$ cat config.mk
export PLATFORM = sky130hd
export DESIGN_NAME = cr_port_target
export DESIGN_NICKNAME = d
export VERILOG_FILES = /design/src/rtl/cr_port_target.sv
export SDC_FILE = /design/constraint.sdc
export NUM_CORES = 2
export LEC_CHECK = 0
export ABC_AREA = 1
export BUFFER_PORTS_ARGS = -buffer_cell sky130_fd_sc_hd__buf_2
export CORE_ASPECT_RATIO = 0.5
export CORE_MARGIN = 2
export CORE_UTILIZATION = 35
export DETAILED_ROUTE_END_ITERATION = 7
export GPL_TIMING_DRIVEN = 0
export SETUP_SLACK_MARGIN = 0.3
export SYNTH_ARGS = -nofsm -noshare
export SYNTH_HDL_FRONTEND = slang
export SYNTH_SLANG_ARGS = --single-unit
export TNS_END_PERCENT = 50
$ cat constraint.sdc
create_clock -name clk -period 3.7 [get_ports clk]
set_clock_uncertainty 0.2 [all_clocks]
set_input_delay 0.37 -clock clk [delete_from_list [all_inputs] [get_ports clk]]
set_output_delay 0.37 -clock clk [all_outputs]
set_load 0.02 [all_outputs]
$ cat src/rtl/cr_port_target.sv
module cr_port_target #(
  parameter int DW       = 16,
  parameter int DEPTH    = 64,
  parameter int ADDR_MAX = 16'h201F,
  parameter int ACK_DLY  = 2,
  parameter int DROP_DLY = 3
) (
  input  logic          clk,
  input  logic          rst_n,
  input  logic [DW-1:0] cr_din,
  input  logic          cap_addr,
  input  logic          cap_data,
  input  logic          wr_stb,
  input  logic          rd_stb,
  output logic [DW-1:0] cr_dout,
  output logic          cr_ack,
  output logic          proto_err
);
  localparam int IW   = $clog2(DEPTH);
  localparam int DMAX = (ACK_DLY > DROP_DLY) ? ACK_DLY : DROP_DLY;
  localparam int CW   = $clog2(DMAX + 1);

  typedef enum logic [1:0] {S_IDLE, S_RISE, S_HOLD, S_FALL} st_t;

  st_t           st;
  logic [3:0]    s_q, act;
  logic [CW-1:0] cnt;
  logic [DW-1:0] addr, wdat;
  logic [DW-1:0] regs [DEPTH];

  wire [3:0]    s      = {rd_stb, wr_stb, cap_data, cap_addr};
  wire [3:0]    rise   = s & ~s_q;
  wire          multi  = (s & (s - 4'd1)) != 4'd0;
  wire          in_rng = 32'(addr) <= ADDR_MAX;
  wire [IW-1:0] idx    = addr[IW-1:0];

  always_ff @(posedge clk) begin
    if (!rst_n) begin
      st        <= S_IDLE;
      s_q       <= '0;
      act       <= '0;
      cnt       <= '0;
      addr      <= '0;
      wdat      <= '0;
      cr_dout   <= '0;
      cr_ack    <= 1'b0;
      proto_err <= 1'b0;
      for (int i = 0; i < DEPTH; i++) regs[i] <= '0;
    end else begin
      s_q <= s;
      if (|rise && (st != S_IDLE || multi)) proto_err <= 1'b1;
      case (st)
        S_IDLE: if (|rise && !multi) begin
          act <= s;
          cnt <= CW'(ACK_DLY - 1);
          st  <= S_RISE;
          if (s[0]) addr <= cr_din;
          if (s[1]) wdat <= cr_din;
          if (s[2] && in_rng) regs[idx] <= wdat;
          if (s[3]) cr_dout <= in_rng ? regs[idx] : '0;
        end
        S_RISE: if (cnt == '0) begin
          cr_ack <= 1'b1;
          st     <= S_HOLD;
        end else cnt <= cnt - 1'b1;
        S_HOLD: if ((s & act) == 4'd0) begin
          cnt <= CW'(DROP_DLY - 1);
          st  <= S_FALL;
        end
        S_FALL: if (cnt == '0) begin
          cr_ack <= 1'b0;
          st     <= S_IDLE;
        end else cnt <= cnt - 1'b1;
        default: st <= S_IDLE;
      endcase
    end
  end
endmodule

==> flow_summary_export.csv <==
group,metric,value,unit
synthesis,seq_area_frac_synth,59.8,%
placement,dp_hpwl,162,mm
die,die_area,157000,um2
timing,tightest_slew,1.77,ns
synthesis,synth_area_leaders,"edfxtp_1 57%, nand2_1 9.5%, nand3_1 6.8%, nor2_1 5.3%, inv_1 4.7%",
timing,clock.fmax,0.277,GHz
finish,final_common_cell,"nand2_1",
worst_setup_path,crit_path_max_incr_delay,0.97,ns
synthesis,syn_inst,5728,
pwr,cellPowerDensity,529,nW/um2
synthesis,syn_avg_cell_area,9.37,um2
detailed_routing,drt_iter0_drc,7149,
timing,drv_slew,44,
placement,place.gp.congestion,1.09,
grt,grt_max_degree,17,
synthesis,ys_async_sr_fraction,0,%
detailed_routing,dr.pass1.iters,8,
grt,antenna_found_initial,30,
clock_tree,path_clk_slew,0.07,ns
finish,n_fill_cell,15100,
detailed_routing,vias,43600,
synthesis,synthDistinctLibCells,35,
die,die_w,558,um
worst_setup_path,critical_path_arrival,4.07,ns
die,core_area,152000,um2
timing,hold_viol_final,0,
synthesis,syn_area,53700,um2
timing,worst_slack,0.0909,ns
detailed_routing,drcViolationCount,1,
worst_setup_path,critical_path_class,"reg -> reg",
placement,port-buffer-count,39,
outcome,violations,"design-rule violations, max-capacitance violations, max-slew violations",
grt,track_usage,28.5,%
timing,setup_viol,0,
die,num_io_pins,40,
die,initial_core_util,35.3,%
clock_tree,cts-htree-levels,3,
finish,drive_above_1_share,16.2,%
detailed_routing,ant_nets,0,
timing,rsz0062_at_grt,"true",
detailed_routing,post_drt_wl_per_cell,28.1,um
worst_setup_path,crit_fanout,10,
detailed_routing,wl_met3,32.7,mm
timing,min_period_over_period,97.5,%
pwr,ir_worst_vdd,0.424,mV
detailed_routing,wl_met2,90.5,mm
finish,final_cell_mix,"1320 x nand2_1, 1024 x edfxtp_1, 763 x nor2_1",
finish,nets,5955,
synthesis,synth-edff-count,1024,
finish,syn_to_final_growth,13.6,%
clock_tree,clk_path_buf_depth,3,
synthesis,synth-main-ff-cell,"edfxtp_1",
synthesis,synth_seq_cells,1092,
worst_setup_path,path_cells,"inv_1 -> clkbuf_1 -> clkbuf_1 -> nand2_1 -> nand3_1 -> nand3_1 -> nand3_1 -> nand3_1 -> a21oi_1",
clock_tree,clock_latency,0.76,ns
job,maxCapViolations,4,
worst_setup_path,worst_setup_path_start_kind,"flip-flop",
timing,period_needed,3.61,ns
detailed_routing,maxUsedRoutingLayer,"met5",
worst_hold_path,hold_path.class,"in -> reg",
outcome,status,"finished, violations left",
synthesis,synth_nets,5756,
detailed_routing,routed_wirelength,227,mm
finish,fin_area,61000,um2
detailed_routing,viasPerCell,5.40,
die,die_h,281,um
clock_tree,cts.sinks,1092,
clock_tree,cts_tree,"yes",
grt,grt_pass1_wl,307,mm
worst_setup_path,cp_slowest_cell,"clkbuf_1",
detailed_routing,wl_met1,88.0,mm
placement,placedCellCount,7831,
synthesis,synth_warnings,0,
clock_tree,numCtsBuffers,107,
worst_setup_path,crit_path_frequent_cell,"nand3_1",
finish,layout.cells.non_filler,8084,
grt,first_global_vias,38900,
grt,overflow,0,
die,rows,101,
pwr,power.leakage,23.7,nW
worst_setup_path,cp-end-kind,"flip-flop",
worst_setup_path,cp.required,4.16,ns
placement,dp_slack,-0.221,ns
timing,slew-limit-headroom,-17.8,%
placement,place_area,56600,um2
synthesis,synth_top_area_share,57.3,%
synthesis,synth_area_leader_cell,"edfxtp_1",
clock_tree,cts-root-buf,"clkbuf_16",
## stage by stage
stage | hold slack [ns] | power (W) | TNS (ns) | util, %
2_1_floorplan | 0.229 | 0.0176 | 0 | -
3_3_place_gp | 0.240 | 0.0208 | -9.15 | 37.1
3_5_place_dp | 0.251 | 0.0208 | -10.69 | 37.2
4_1_cts | 0.0148 | 0.0317 | 0 | 39.8
5_1_grt | 0.0880 | 0.0328 | 0 | 40.1
6_report | 0.0730 | 0.0323 | 0 | 40.1
## registers in the layout, summed over array words and instances, names as in the netlist, named ones only
signal,cells
act,4
addr,16
cnt,2
cr_ack,1
cr_dout,16
proto_err,1
regs,1024
s_q,4
st,2
wdat,16
## kinds of logic (layout without fill, tap and decap cells)
group	after synthesis	after routing	share of synthesized area, %
flops	1092	1092	59.8
buf+inv	1120	1412	8.98
compound gates	177	177	1.90
simple gates	3333	3333	29.2
fa+ha+maj	6	6	0.140
other cells	0	4	0
## routing by layer
metal / track usage [%] / up-vias
li1: - / 18800
met1: 38.3 / 21200
met2: 39.7 / 2998
met3: 10.1 / 625
met4: 16.1 / 26
met5: 0.340 / -
## path summary, 6_finish.rpt
| path | startpoint | end | slack (ns) | cells past startpoint |
|---|---|---|---|---|
| worst max-delay path | flip-flop | cr_dout[11] | 0.09 | 9 |
| worst min-delay path | rst_n | addr[11] | 0.07 | 4 |
| worst max register to register | flip-flop | cr_dout[11] | 0.09 | 9 |
| worst min register to register | addr[11] | addr[11] | 0.26 | 2 |
## timing repair
item / in CTS / in global routing
gates resized for setup: 116 / 135
hold buffers: 26 / 0
endpoints found under the hold margin: 41 / 0
setup endpoints to repair: 659 / 805
buffers inserted: 8 / 12
## worst max-delay path, delay by kind of cell (launching register included)
family	cells	cell delay [ns]
simple gates	5	1.23
compound gates	1	0.18
buf+inv	3	1.55
flops	1	0.36
## cell usage after synthesis (2+ instances only)
master and n:
edfxtp_1 1024, nand4_1 2, buf_1 37, buf_12 6
buf_2 46, or2_2 135, nor3_4 6, nor2_2 274
a22o_1 2, nand4_2 2, buf_6 60, nand4_4 62
nand2_1 1353, o21ai_0 66, ha_1 6, buf_4 3
inv_2 6, o22ai_1 2, inv_1 675, a21oi_1 56
dfxtp_1 68, clkbuf_1 285, nand3_1 731, nor2_1 763
o211ai_1 48
## power by group
group | switching (W) | internal (W) | total, W | leakage (nW)
clock network | 0.00506 | 0.00605 | 0.0111 | 1.67
logic | 0.00566 | 0.00140 | 0.00706 | 10.9
registers | 0.000165 | 0.0139 | 0.0141 | 11.1
## cell type report
class	instances	area, um2	share of cell area [%]
plain buffers	437	2530	4.15
diodes	4	10.0	0.0164
multi-input cells	3516	16900	27.7
clock inverters	53	449	0.736
clock buffers	149	2980	4.89
repair buffers	90	865	1.42
well taps	2060	2580	4.23
flip-flops and latches	1092	32100	52.6
inverters	683	2570	4.21
No activity file was read; power rests on OpenSTA's default activity.
